===== config.mk =====
export PLATFORM = sky130hd
export DESIGN_NAME = spi_slave_hold
export DESIGN_NICKNAME = d
export VERILOG_FILES = /design/src/rtl/spi_slave_pkg.sv /design/src/rtl/spi_slave_sync.sv /design/src/rtl/spi_slave_ctrl.sv /design/src/rtl/spi_slave_dp.sv /design/src/rtl/spi_slave_hold.sv
export SDC_FILE = /design/constraint.sdc
export NUM_CORES = 1
export LEC_CHECK = 0
export ABC_CLOCK_PERIOD_IN_PS = 3000
export BUFFER_PORTS_ARGS = -buffer_cell sky130_fd_sc_hd__buf_4
export CORE_MARGIN = 1
export CORE_UTILIZATION = 30
export CTS_BUF_LIST = sky130_fd_sc_hd__clkbuf_8
export CTS_CLUSTER_DIAMETER = 60
export DETAILED_ROUTE_END_ITERATION = 7
export PLACE_DENSITY_LB_ADDON = 0.25
export SLEW_MARGIN = 20
export SYNTH_ARGS = -nofsm -noshare
export SYNTH_HDL_FRONTEND = slang
export SYNTH_SLANG_ARGS = --single-unit
export TNS_END_PERCENT = 20

===== constraint.sdc =====
create_clock -name clk -period 3 [get_ports clk]
set_input_delay 0.3 -clock clk [delete_from_list [all_inputs] [get_ports clk]]
set_output_delay 0.3 -clock clk [all_outputs]
set_load 0.05 [all_outputs]

===== src/rtl/spi_slave_pkg.sv =====
package spi_slave_pkg;

  // Strobes from control to datapath, one system clock each.
  typedef struct packed {
    logic directLoad;  // write goes straight into the shift register
    logic holdWrite;   // write goes into the holding register
    logic sampleTake;  // latch mosi on a capture-only edge
    logic shiftStep;   // shift one bit in and advance miso
    logic frameEnd;    // this shift completes the frame
    logic reload;      // at frame end, take the holding word
    logic useSample;   // shift in the latched bit, not live mosi
  } dpStrobes_t;

endpackage


===== src/rtl/spi_slave_sync.sv =====
module spi_slave_sync #(
  parameter int NUM = 3,
  parameter logic [NUM-1:0] RST_VAL = '0
) (
  input  logic           clk,
  input  logic           rstN,
  input  logic [NUM-1:0] rawIn,
  output logic [NUM-1:0] syncOut,
  output logic [NUM-1:0] prevOut
);

  for (genvar g = 0; g < NUM; g++) begin : gChain
    logic meta, stable, last;
    always_ff @(posedge clk or negedge rstN) begin
      if (!rstN) begin
        meta   <= RST_VAL[g];
        stable <= RST_VAL[g];
        last   <= RST_VAL[g];
      end else begin
        meta   <= rawIn[g];
        stable <= meta;
        last   <= stable;
      end
    end
    assign syncOut[g] = stable;
    assign prevOut[g] = last;
  end

endmodule


===== src/rtl/spi_slave_ctrl.sv =====
module spi_slave_ctrl
  import spi_slave_pkg::*;
#(
  parameter int DATA_W   = 16,
  parameter int MIN_BITS = 8,
  localparam int CNT_W   = $clog2(DATA_W + 1)
) (
  input  logic             clk,
  input  logic             rstN,
  input  logic             nssActive,
  input  logic             leadEdge,
  input  logic             trailEdge,
  input  logic [CNT_W-1:0] cfgBits,
  input  logic             cfgLeadCapture,
  input  logic             wrEn,
  input  logic             rdRx,
  input  logic             rdStat,
  output dpStrobes_t       strobes,
  output logic [CNT_W-1:0] nBits,
  output logic             rxReady,
  output logic             txEmpty,
  output logic             overrun,
  output logic             underrun
);

  logic [CNT_W-1:0] bitCnt;
  logic pending, firstDone;
  logic shiftStep, lastBit, busy, directLoad, holdWrite, frameEnd;

  always_comb begin
    if (cfgBits < CNT_W'(MIN_BITS))     nBits = CNT_W'(MIN_BITS);
    else if (cfgBits > CNT_W'(DATA_W))  nBits = CNT_W'(DATA_W);
    else                                nBits = cfgBits;
  end

  always_comb begin
    shiftStep  = nssActive & trailEdge;
    lastBit    = (bitCnt == nBits - CNT_W'(1));
    busy       = (bitCnt != '0);
    frameEnd   = shiftStep & lastBit;
    directLoad = wrEn & ~firstDone & ~busy & ~shiftStep;
    holdWrite  = wrEn & ~directLoad;
    strobes.directLoad = directLoad;
    strobes.holdWrite  = holdWrite;
    strobes.sampleTake = nssActive & leadEdge;
    strobes.shiftStep  = shiftStep;
    strobes.frameEnd   = frameEnd;
    strobes.reload     = pending;
    strobes.useSample  = cfgLeadCapture;
  end

  always_ff @(posedge clk or negedge rstN) begin
    if (!rstN) begin
      bitCnt    <= '0;
      pending   <= 1'b0;
      firstDone <= 1'b0;
      rxReady   <= 1'b0;
      txEmpty   <= 1'b1;
      overrun   <= 1'b0;
      underrun  <= 1'b0;
    end else begin
      if (!nssActive)      bitCnt <= '0;
      else if (shiftStep)  bitCnt <= lastBit ? '0 : bitCnt + CNT_W'(1);

      if (wrEn) firstDone <= 1'b1;

      if (frameEnd)        pending <= holdWrite;
      else if (holdWrite)  pending <= 1'b1;

      if (holdWrite)                 txEmpty <= 1'b0;
      else if (frameEnd && pending)  txEmpty <= 1'b1;

      if (frameEnd)   rxReady <= 1'b1;
      else if (rdRx)  rxReady <= 1'b0;

      if (frameEnd && rxReady)  overrun <= 1'b1;
      else if (rdStat)          overrun <= 1'b0;

      if (frameEnd && !pending) underrun <= 1'b1;
      else if (rdStat)          underrun <= 1'b0;
    end
  end

  assert_idle_gate_R1: assert property (@(posedge clk) disable iff (!rstN)
    !nssActive |=> !$rose(rxReady));
  assert_cnt_bound_R2: assert property (@(posedge clk) disable iff (!rstN)
    (nssActive && $stable(nBits)) |-> (bitCnt < nBits));
  assert_rx_ready_R5: assert property (@(posedge clk) disable iff (!rstN)
    frameEnd |=> rxReady);
  assert_overrun_R6: assert property (@(posedge clk) disable iff (!rstN)
    (frameEnd && rxReady) |=> overrun);
  assert_first_direct_R8: assert property (@(posedge clk) disable iff (!rstN)
    directLoad |=> (txEmpty && !pending));
  assert_tx_empty_R9: assert property (@(posedge clk) disable iff (!rstN)
    (frameEnd && pending && !wrEn) |=> txEmpty);
  assert_underrun_R10: assert property (@(posedge clk) disable iff (!rstN)
    (frameEnd && !pending) |=> underrun);
  assert_stat_clear_R11: assert property (@(posedge clk) disable iff (!rstN)
    (rdStat && !frameEnd) |=> (!overrun && !underrun));

endmodule


===== src/rtl/spi_slave_dp.sv =====
module spi_slave_dp
  import spi_slave_pkg::*;
#(
  parameter int DATA_W  = 16,
  localparam int CNT_W  = $clog2(DATA_W + 1),
  localparam int IDX_W  = $clog2(DATA_W)
) (
  input  logic              clk,
  input  logic              rstN,
  input  dpStrobes_t        strobes,
  input  logic [CNT_W-1:0]  nBits,
  input  logic [DATA_W-1:0] wrData,
  input  logic              mosiSync,
  output logic              miso,
  output logic [DATA_W-1:0] rxData
);

  logic [DATA_W-1:0] shiftReg, holdReg, frameMask, shifted;
  logic [IDX_W-1:0]  outIdx;
  logic sampleBit, inBit;

  always_comb begin
    frameMask = ~({DATA_W{1'b1}} << nBits);
    inBit     = strobes.useSample ? sampleBit : mosiSync;
    shifted   = {shiftReg[DATA_W-2:0], inBit};
    outIdx    = IDX_W'(nBits - CNT_W'(1));
    miso      = shiftReg[outIdx];
  end

  always_ff @(posedge clk or negedge rstN) begin
    if (!rstN) begin
      shiftReg  <= '0;
      holdReg   <= '0;
      rxData    <= '0;
      sampleBit <= 1'b0;
    end else begin
      if (strobes.sampleTake) sampleBit <= mosiSync;
      if (strobes.holdWrite)  holdReg   <= wrData;
      if (strobes.directLoad) begin
        shiftReg <= wrData;
      end else if (strobes.shiftStep) begin
        if (strobes.frameEnd) begin
          rxData   <= shifted & frameMask;
          shiftReg <= strobes.reload ? holdReg : (shifted & frameMask);
        end else begin
          shiftReg <= shifted;
        end
      end
    end
  end

  assert_reload_R9: assert property (@(posedge clk) disable iff (!rstN)
    (strobes.frameEnd && strobes.reload) |=> (shiftReg == $past(holdReg)));
  assert_retransmit_R10: assert property (@(posedge clk) disable iff (!rstN)
    (strobes.frameEnd && !strobes.reload) |=> (shiftReg == rxData));
  assert_rx_aligned_R2: assert property (@(posedge clk) disable iff (!rstN)
    strobes.frameEnd |=> ((rxData & ~$past(frameMask)) == '0));

endmodule


===== src/rtl/spi_slave_hold.sv =====
module spi_slave_hold
  import spi_slave_pkg::*;
#(
  parameter int DATA_W   = 16,
  parameter int MIN_BITS = 8,
  localparam int CNT_W   = $clog2(DATA_W + 1)
) (
  input  logic              clk,
  input  logic              rstN,
  input  logic [CNT_W-1:0]  cfgBits,
  input  logic              cfgCpol,
  input  logic              cfgLeadCapture,
  input  logic              nss,
  input  logic              sck,
  input  logic              mosi,
  output logic              miso,
  input  logic              wrEn,
  input  logic [DATA_W-1:0] wrData,
  input  logic              rdRx,
  input  logic              rdStat,
  output logic [DATA_W-1:0] rxData,
  output logic              rxReady,
  output logic              txEmpty,
  output logic              overrun,
  output logic              underrun
);

  // bit 2: select, bit 1: serial clock, bit 0: data in
  logic [2:0] syncNow, syncLast;
  logic sckRise, sckFall, leadEdge, trailEdge, nssActive;
  dpStrobes_t strobes;
  logic [CNT_W-1:0] nBits;

  spi_slave_sync #(.NUM(3), .RST_VAL(3'b100)) i_sync (
    .clk(clk), .rstN(rstN), .rawIn({nss, sck, mosi}),
    .syncOut(syncNow), .prevOut(syncLast)
  );

  always_comb begin
    sckRise   = syncNow[1] & ~syncLast[1];
    sckFall   = ~syncNow[1] & syncLast[1];
    leadEdge  = cfgCpol ? sckFall : sckRise;
    trailEdge = cfgCpol ? sckRise : sckFall;
    nssActive = ~syncNow[2];
  end

  spi_slave_ctrl #(.DATA_W(DATA_W), .MIN_BITS(MIN_BITS)) i_ctrl (
    .clk(clk), .rstN(rstN), .nssActive(nssActive), .leadEdge(leadEdge),
    .trailEdge(trailEdge), .cfgBits(cfgBits), .cfgLeadCapture(cfgLeadCapture),
    .wrEn(wrEn), .rdRx(rdRx), .rdStat(rdStat), .strobes(strobes),
    .nBits(nBits), .rxReady(rxReady), .txEmpty(txEmpty),
    .overrun(overrun), .underrun(underrun)
  );

  spi_slave_dp #(.DATA_W(DATA_W)) i_dp (
    .clk(clk), .rstN(rstN), .strobes(strobes), .nBits(nBits),
    .wrData(wrData), .mosiSync(syncNow[0]), .miso(miso), .rxData(rxData)
  );

endmodule


==> After elaboration in Yosys (flattened, before gate mapping) <==
Cells that the tools add are included.
{ "totals": {"reg_bits": 67, "out_inout_bits": 21, "wordCells": 79} }
{ "op_classes": {"n_addsub": 2, "n_lt_le_gt_ge": 3, "eq_ne": 1, "shifts": 1, "mux": 23, "bitwise_logic": 18, "reduce_logical": 13} }
{ "ops": {"columns": ["op", "count"], "rows": [
  ["16-bit 2-to-1 mux", 4],
  ["5-bit 2-to-1 mux", 5],
  ["16-bit bitwise AND", 1],
  ["16-bit NOT", 1],
  ["16-bit by 5-bit left shift with 16-bit output (first input constant)", 1],
  ["2-bit nonzero test", 7],
  ["1-bit 2-to-1 mux", 13],
  ["1-bit bitwise AND", 9],
  ["1-bit NOT", 7],
  ["5-bit by 1-bit adder with 5-bit output (second input constant)", 1],
  ["5-bit equality test", 1],
  ["5-bit > comparator (second input constant)", 1],
  ["4-bit by 5-bit < comparator with 1-bit output (second input constant)", 1],
  ["5-bit by 4-bit < comparator with 1-bit output (second input constant)", 1],
  ["5-bit nonzero test", 1],
  ["5-bit by 1-bit subtractor with 5-bit output (second input constant)", 1],
  ["1-bit binary-select mux with 4-bit select", 1],
  ["1-bit logical AND", 3],
  ["3-bit AND reduction", 1],
  ["1-bit logical NOT", 1]
]} }

==> Longest topological paths before layout <==
Gate-level depths: netlist of the first run.
{ "logic_depth": {"ltp_word": 10, "mapped_depth": 11, "mapped_depth_nobuf": 10} }

==> By module <==
Synthesis of the first run repeated with hierarchy kept, for this count alone.
{ "unflattened": {"hier_cells": 370, "area_unflattened_um2": 3743.6} }
{ "modules_own_cells": {"columns": ["module", "n_inst", "cells_each", "area_per_inst_um2", "seq_area_each_um2"], "rows": [
  ["spi_slave_dp", 1, 261, 2627.5, 1226.2],
  ["spi_slave_ctrl", 1, 89, 804.5, 276.5],
  ["spi_slave_sync", 1, 15, 274.0, 229.0],
  ["spi_slave_hold", 1, 5, 37.5, 0.0]
]} }

==> Worst setup path after synthesis of the first run <==
No wires, ideal clock.
{ "synth_path": {"path_kind": "input port to output port", "from": "in cfgBits[4]", "to": "out miso", "arrival_time_ns": 2.283, "required_ns": 2.700, "slack_ns": 0.417, "stages": 7, "n_path_buf": 1, "cell_sequence": "and2b_1 and2_4 inv_4 ha_1 buf_2 mux4_2 mux4_2"} }
{ "synth_via": {"elab_chain_len": 6, "word_cells_on_any_way": 7, "cone_classes": "1 x add/sub; 2 x order compare; 4 x mux"} }
{ "synth_lines": {"columns": ["item", "line", "rtl"], "rows": [
  ["start, declared", "spi_slave_hold.sv:10", "input logic [CNT_W-1:0] cfgBits,"],
  ["5-bit > comparator", "spi_slave_ctrl.sv:32", "else if (cfgBits > CNT_W'(DATA_W)) nBits = CNT_W'(DATA_W);"],
  ["5-bit 2-to-1 mux", "spi_slave_ctrl.sv:32", null],
  ["5-bit 2-to-1 mux (*)", "spi_slave_ctrl.sv:31", "if (cfgBits < CNT_W'(MIN_BITS)) nBits = CNT_W'(MIN_BITS);"],
  ["5-bit by 1-bit subtractor with 5-bit output (*)", "spi_slave_dp.sv:26", "outIdx = IDX_W'(nBits - CNT_W'(1));"],
  ["1-bit binary-select mux with 4-bit select (*)", "spi_slave_dp.sv:27", "miso = shiftReg[outIdx];"],
  ["1-bit 2-to-1 mux (implied by the code) (*)", "spi_slave_dp.sv:27", null],
  ["end, declared", "spi_slave_hold.sv:16", "output logic miso,"]
]} }
Mark *: on every way between the ends. The rest lies on a longest branch, timed or not. The select of a mux whose other input is x is not followed.

==> Final worst setup path of the first run <==
Ends and elaborated chain as after synthesis.

==> results, run 1 <==
- The total number of vias is approximately 2400.
- The net count of the mapped netlist is slightly above 300.
- Of the cells placed in the final design, the portion with a size suffix greater than 1 is approximately a third.
- The floorplan row count is 37.
- The number of enable-type register cells in the synthesized netlist is 0.
- The count of input and output buffers is approximately 50.
- The root buffer cell chosen for the clock tree is clkbuf_8.
- For the worst setup path, the data arrival time is between 2000 and 3000 ps.
- The I/O pin count is 52.
- The number of buffers added by the clock tree synthesis step is 9.
- The first-pass GRT wire length is 13000 um.
- After synthesis, the share of flip-flops with an asynchronous set or reset is between 90% and 100%.
- The clock-pin slew on the worst setup and hold paths is about 70 ps.
- In this run the worst path has a maximum fanout of 11.
- The worst setup path is captured at an output port.
- The cell taking the most area after synthesis is dfrtp_1.
- The nature of the critical path startpoint is an input port.
- For the pin with the worst max-slew slack, the measured transition is approximately 860 ps.
- The number of global-route vias before repair is between 2000 and 2500.
- The number of post-CTS setup repair buffers is 0.
- The clock tree from TritonCTS is built.
- The cell count after synthesis came out at about 270.
- The total routing resource utilization after global routing is between 10% and 20%.
- After global routing the overflow that remains totals 0.
- IR analysis of the VDD net gives a maximum drop of 0.285 mV.
- The H-tree generated during clock tree synthesis spans 3 levels.
- The mean instance size in the synthesized netlist is approximately 12 um^2.
- The number of hold violations in the final report is 0.
- The run finished with clean final reports.
- The share of the Yosys chip area taken by registers is roughly half.
- Summing all multi-input logic gate instances after layout gives around 1500 um^2.
- For this run, the detailed router's first-pass iteration total came to 4.
- Counting every sink on the clock net gives 67.
- The initial antenna violation count was 0.
- In this run the standard cell core region covers between 10000 and 15000 um^2.
- The area growth from synthesis to layout is 21.8%.
- The synthesized design devotes to its leading area cell type 48.5% of total area.
- The number of design-rule violations left by the first detailed-router iteration is 102.
- In the routed layout, each cell is associated on average with a via count of roughly 5.
- The congestion estimate from routability-driven global placement came to between 0.8 and 0.9.
- The net count of the finished layout is roughly 370.
- Setup repair after global routing left no endpoint under its margin.
- The initial core utilization is 31.4%.
- On the final layout, the worst clock skew is approximately 14 ps.
- The cell area that synthesis handed to floorplanning was between 3000 and 4000 um^2.
- Overall power consumption after layout is estimated at ~2.3 mW.
- The minimum period implied by the final worst setup slack is 2900 ps.
- Of the available clock period, the critical path in the final layout requires between 90% and 100%.
- The dominant register cell in the synthesized netlist is dfrtp_1.
- The leakage dissipation is about 1.9 nW.
- The number of max-slew violations in the final report is 0.
- The min-delay analysis places its worst path in the category input port to asynchronous set/reset pin.
- After clock tree synthesis, the flow added hold-fix buffers numbering 0.
- For this run, design rule violations remaining after detail routing come to 0.
- The number of failing setup endpoints in the final timing report is 0.
- The number of antenna diodes in the final layout is 0.
- Detailed placement ended at an HPWL of around 5500 um.
- Static timing analysis puts the maximum clock frequency at 0.345 GHz.
- The tightest slew margin relative to the limit is about 43%.
- The footprint of the flip-flops and latches is around 1700 um^2.
- In this run the deepest clock path goes through 2 buffers.
- Gates resized during post-CTS repair numbered 0.
- The average routed wire per standard cell is ~17 um.
- The type of the worst setup path is input port to output port.
- In this run, synthesis produced a sequential element count of 67.
- The number of violations of the max-capacitance limit is 0.
- In this run, distinct cell masters in the synthesized netlist total a little over 50.
- Sorting the synthesized cells by area gives the leading types as dfrtp_1 (49%), mux2_2 (7.2%), mux2i_1 (5.2%), o21ai_0 (4.2%), mux4_2 (3.4%).
- The total die area is between 10000 and 15000 um^2.
- The cell area power density is between 500 and 600 nW/um^2.
- For this run, the number of Yosys warnings is 0.
- After filler insertion, the fill cell instance count of the layout stands at between 1000 and 1500.
- STA puts the critical path data required time at 2700 ps.
- The maximum number of pins on one net before global-route repair is between 60 and 70.
- In the final timing run, aggregate negative setup slack is 0 ps.
- The die is ~110 um tall.
- The die span in x is 107 um.
- The detailed-route wire length is 7840 um.
- At the later pin of the worst-skew pair, clock insertion delay measures 350 ps.
- The number of antenna-violating nets in the routed design is 0.
==> worst max-delay path, cell delays in order <==
cell     delay [ps]
buf_4           150
and2b_1         230
and2_4          180
inv_4            70
ha_2            420
mux4_2          530
mux4_2          510
buf_4           210
==> report_power, final <==
part / total (mW) / switching [mW] / internal [mW]
logic: 0.374 / 0.186 / 0.188
clock network: 0.787 / 0.332 / 0.455
registers: 1.10 / 0.101 / 0.997
==> cell families (layout without fill, tap and decap cells) <==
kind of cell	after synthesis	in the layout	synth area share (%)
AOI/OAI and AO/OA	67	67	15.0
muxes	51	51	18.5
buffers and inverters	27	87	4.09
DFF	67	67	50.9
adders and majority gates	5	5	1.89
xor gates and xnor gates	6	6	2.16
and+or+nand+nor	51	51	7.54
==> synth_stat cells, drive strengths merged, types with 2 or more instances <==
library cell  number
nand3b             2
o21ai             29
o221a              2
nand2             20
nor3               2
nor2              17
buf                8
a221o              8
a311oi             2
o21a               3
a31oi              3
mux2i             17
a21oi              5
nand3              3
ha                 5
o22ai              2
xor2               2
xnor2              4
mux4               5
clkbuf             4
mux2              29
o31ai              3
dfstp              3
inv               15
dfrtp             64
a211o              2
a222oi             3
==> area by class of cell <==
class / count / area share [%]
Sequential cell: 67 / 41.8
Timing Repair Buffer: 56 / 10.5
Clock buffer: 9 / 3.08
Tap cell: 136 / 4.23
Inverter: 15 / 1.46
Multi-Input combinational cell: 180 / 37.0
Clock inverter: 7 / 1.99
==> through the flow <==
stage / worst slack [ps] / hold WS (ps) / cell area (um^2) / instances / util [%]
floorplan: 417 / 4.41 / 3300 / 274 / -
global placement: 149 / 336 / 3820 / 454 / 36.3
detailed placement: 55.0 / 337 / 3820 / 454 / 36.3
CTS: 52.2 / 48.0 / 4020 / 470 / 38.3
global route: 10.4 / 49.1 / 4020 / 470 / 38.3
finish: 102 / 51.3 / 4020 / 470 / 38.3
==> placed cells by master (no fill, tap or decap), types with 3 or more instances in the layout <==
cell type / netlist / layout
mux2_2: 21 / 21
inv_1: 14 / 18
mux2i_1: 17 / 17
clkbuf_8: 0 / 9
dfstp_2: 3 / 3
o21ai_0: 28 / 28
nand2_1: 18 / 18
mux4_2: 5 / 5
a222oi_1: 3 / 3
a221o_1: 8 / 8
buf_4: 1 / 56
ha_1: 5 / 4
nand3_1: 3 / 3
mux2_1: 8 / 8
xnor2_1: 3 / 3
a21oi_1: 3 / 3
o21a_1: 3 / 3
nor2_1: 16 / 16
a31oi_1: 3 / 3
o31ai_1: 3 / 3
dfrtp_1: 64 / 64
==> per-layer routing <==
metal | vias to the layer above | routed length (um) | GRT usage (%)
met3 | 10 | 353 | 3.47
met1 | 1210 | 3790 | 20.4
met4 | 0 | 108 | 5.19
met5 | - | 0 | 0
met2 | 68 | 3590 | 23.5
li1 | 1115 | - | -
==> path summary, 6_finish.rpt <==
check	startpoint	endpoint	slack, ps	depth (start not counted)
max	cfgBits[4]	miso	100	8
min in group clk	nss	i_sync.gChain[2].meta$_DFF_PN1_	60	1
min reg2reg	i_sync.gChain[1].meta$_DFF_PN0_	i_sync.gChain[1].stable$_DFF_PN0_	350	0
max reg2reg	i_sync.gChain[1].stable$_DFF_PN0_	i_dp.shiftReg[2]$_DFFE_PN0P_	780	5
min	rstN	i_dp.rxData[6]$_DFFE_PN0P_	50	1
max in group asynchronous	rstN	i_dp.rxData[15]$_DFFE_PN0P_	2370	1
==> state kept, by name (all words and copies together), names as in the netlist <==
name	flops
i_ctrl.overrun	1
i_dp.rxData	16
i_dp.sampleBit	1
i_dp.shiftReg	16
i_sync.gChain.last	1
i_ctrl.pending	1
i_ctrl.txEmpty	1
i_ctrl.bitCnt	5
i_sync.gChain.meta	3
i_sync.gChain.stable	3
i_ctrl.firstDone	1
i_ctrl.rxReady	1
i_ctrl.underrun	1
i_dp.holdReg	16
Power figures use the tool's default switching activity.
==> run 2, diff against run 1 <==
HOLD_SLACK_MARGIN = 0.02   (was not set)
RECOVER_POWER = 50   (was not set)
==> run 2 against run 1 <==
  * The flow now finishes with violations (max-capacitance violations, max-slew violations)
  * Cell count stayed put
  * Sequential power hardly changed
  * Clock power hardly changed
  * Core utilization is 0.060 points lower
  * Routed wire length hardly changed
  * Global-route usage stayed put
  * Die area stayed put
  * Final area is 0.16% lower
  * Non-clock buffer count stayed put
==> results, run 2 (synthesis results as in run 1) <==
- The net count of the finished layout is 365 (unchanged).
- The transition time of the tightest slew-check pin is 1680 ps (+826 ps).
- The nature of the critical path startpoint is an input port.
- The clock network fraction of design power is 34.9% (about the same).
- The clock-pin slew on the worst setup and hold paths is 70 ps (about the same).
- The capturing element type of the critical path is an output port.
- The tightest slew margin relative to the limit was -12.3% (-55 points).
- The average routed wire per standard cell came to 16.7 um (about the same).
- The first-pass GRT wire length is 13000 um (unchanged).
- The layer with the highest usage is met2.
- The total number of vias is 2402 (-0.042%).
- The part of the total power dissipated in combinational logic came to 16.5% (about the same).
- The last weighted congestion value of the routability-driven placer is 0.881 (unchanged).
- The worst hold path belongs to the class input port to flop.
- The finished layout cell area is 4020 um^2 (-0.16%).
- The internal power was 1.64 mW (about the same).
- The endpoint of the most critical setup path is miso.
- Traced cell by cell, the critical path runs through buf_4 -> and2b_1 -> and2_4 -> inv_4 -> ha_2 -> mux4_2 -> mux4_2 -> buf_4.
- The total congestion overflow was 0 (unchanged).
- The total power draw was 2.26 mW (about the same).
- The number of antenna-violating nets in the routed design is 0 (unchanged).
- The leakage dissipation was 1.91 nW (-0.32%).
- The cell type of the slowest stage on the worst timing path is mux4_2.
- The area of the core came to 10500 um^2 (unchanged).
- The category of cells accounting for the largest share of critical-path delay is multiplexers.
- The first element of the critical path is cfgBits[4].
- The initial antenna violation count came to 0 (unchanged).
- The source of the worst register-to-register timing path is i_sync.gChain[1].stable$_DFF_PN0_.
- The checks that failed: max-capacitance violations, max-slew violations.
- The switching share of total power is 27.4% (about the same).
- The H-tree depth is 3 (unchanged).
- The type of the worst setup path is input port to output port.
- The critical path required time is 2700 ps (about the same).
- The half-perimeter wire length after placement came to 5530 um (unchanged).
- Setup repair after global routing left no endpoint under its margin.
- The floorplan die height is 107 um (unchanged).
- The maximum buffer depth of the clock tree is 2 (unchanged).
- The global routing met1 resource utilization was 20.4% (unchanged).
- The number of failing setup endpoints in the final timing report came to 0 (unchanged).
- The initial core utilization was 31.4% (unchanged).
- The delay of the slowest cell on the worst path came to 530 ps (about the same).
- The power share of the sequential group is 48.6% (about the same).
- Leaving out fill and tap cells, the most frequent cells in the layout are dfrtp_1 (64), buf_4 (51), o21ai_0 (28), mux2_2 (21).
- The count of buffer and inverter cells on the critical path was 3 (unchanged).
- The number of cells on the worst reg-to-reg path was 5 (unchanged).
- The post-placement cell count was 454 (unchanged).
- The total number of cells along the worst setup path was 8 (unchanged).
- The peak supply drop is 0.285 mV (about the same).
- The flop-to-flop setup slack is 790 ps (about the same).
- The clock insertion delay at the later pin of the skew report came to 350 ps (about the same).
- The number of buffers added by the clock tree synthesis step was 9 (unchanged).
- The total routing resource utilization after global routing is 15.0% (unchanged).
- The area growth from synthesis to layout is 21.6%.
- The I/O pin count was 52 (unchanged).
- The die span in x came to 107 um (unchanged).
- The placed standard-cell area is 3820 um^2 (unchanged).
- The minimum period implied by the final worst setup slack is 2900 ps (+1.52 ps).
- The top fanout value on the critical path is 11 (unchanged).
- The post-detailed-route DRC marker count is 0 (unchanged).
- The maximum achievable frequency is 0.345 GHz (about the same).
- The detailed-route wire length is 7850 um (about the same).
- The largest clock skew in the final design is 14.4 ps (unchanged).
- The non-filler instance count after layout is 470 (unchanged).
- The number of iterations in the first detailed-routing pass is 4 (unchanged).
- The clock sink total is 67 (unchanged).
- The global routing usage on met3 came to 3.47% (unchanged).
- The vias per cell is 5.11 (about the same).
- The global routing usage on met2 is 23.5% (unchanged).
- The count of inserted antenna diode cells is 0 (unchanged).
- The root buffer cell chosen for the clock tree is clkbuf_8.
- The run finished, with violations left.
- The worst path arrival time is 2600 ps (about the same).
- The total die area is 11400 um^2 (unchanged).
- The endpoint identified for the worst register-to-register timing path is i_dp.shiftReg[2]$_DFFE_PN0P_.
- The number of max-slew violations in the final report was 68 (+68).
- The final setup TNS came to 0 ps (unchanged).
- The cell area power density is 562 nW/um^2 (+0.11%).
- The leading cell type in the layout, fill and taps excluded is dfrtp_1.
- The number of design-rule violations left by the first detailed-router iteration was 102 (unchanged).
- The cell count of the worst hold path is 1.
- The number of global-route vias before repair came to 2451 (unchanged).
- TritonCTS built the clock tree.
- The number of violations of the max-capacitance limit came to 1 (+1).
- The final-layout worst hold slack is 66.0 ps (+14.6 ps).
- The number of hold violations in the final report is 0 (unchanged).
- The maximum number of pins on one net before global-route repair is 68 (unchanged).
- The count of input and output buffers is 51 (unchanged).
- The number of fillers in the final layout was 1049 (+0.19%).
- The switching power total is 0.619 mW (about the same).
- The portion of the clock cycle consumed by the worst path in the final layout is 96.7% (about the same).
- The floorplan row count is 37 (unchanged).
- The share of layout cells above drive strength 1 came to 32.9% (-0.60 points).
- The largest registers in the layout are i_dp.holdReg x16, i_dp.rxData x16, i_dp.shiftReg x16.
run 2: cell types whose count changed in the layout (fill, tap and decap cells not counted), sizes merged:
| cell | change |
|---|---|
| clkbuf | +5 |
| buf | -5 |
run 2: worst min path at each step:
stage,start,to,slack (ps)
after CTS,nss,i_sync.gChain[2].meta$_DFF_PN1_,50
after floorplan,rstN,i_ctrl.bitCnt[0]$_DFFE_PN0P_,4
after detailed placement,i_sync.gChain[0].meta$_DFF_PN0_,i_sync.gChain[0].stable$_DFF_PN0_,340
after global routing,nss,i_sync.gChain[2].meta$_DFF_PN1_,50
after global placement,i_sync.gChain[1].meta$_DFF_PN0_,i_sync.gChain[1].stable$_DFF_PN0_,340
final,nss,i_sync.gChain[2].meta$_DFF_PN1_,70
run 2: what timing repair did:
action,4_1_cts,5_1_grt
gates resized for setup,0,1
hold buffers,0,0
setup buffers,0,0
endpoints found under the setup margin,0,1
run 2: cell type report:
class                      instances  area (um^2)  area share (%)
sequential                        67         1680            41.8
clock inverter                     7         80.1            1.99
timing repair buffer              56          414            10.3
inverter                          15         58.8            1.46
clock buffer                       9          124            3.08
multi-input combinational        180         1490            37.1
tap                              136          170            4.24
run 2: per-stage QoR:
stage	util [%]	setup slack, ps
after floorplan	-	417
after global placement	36.3	149
after detailed placement	36.3	55.0
after CTS	38.3	52.2
after global routing	38.2	10.4
final	38.2	100
run 2: layer usage:
metal | share of wire, % | up-vias | wire length [um]
li1 | - | 1115 | -
met1 | 48 | 1210 | 3800
met2 | 46 | 67 | 3590
met3 | 4.5 | 10 | 351
met4 | 1.4 | 0 | 108
met5 | 0 | - | 0
run 2: worst reg2reg max path: cells and delay by family (launching register included):
family / cells / cell delay, ps
and+or+nand+nor: 3 / 960
AOI/OAI and AO/OA: 2 / 780
DFF: 1 / 410
run 2: power groups by stage:
stage	registers, mW	logic, mW	clock network, mW
2_1_floorplan	1.08	0.250	0
3_3_place_gp	1.12	0.365	0
3_5_place_dp	1.11	0.377	0
4_1_cts	1.10	0.377	0.812
5_1_grt	1.11	0.413	0.850
6_report	1.10	0.373	0.787
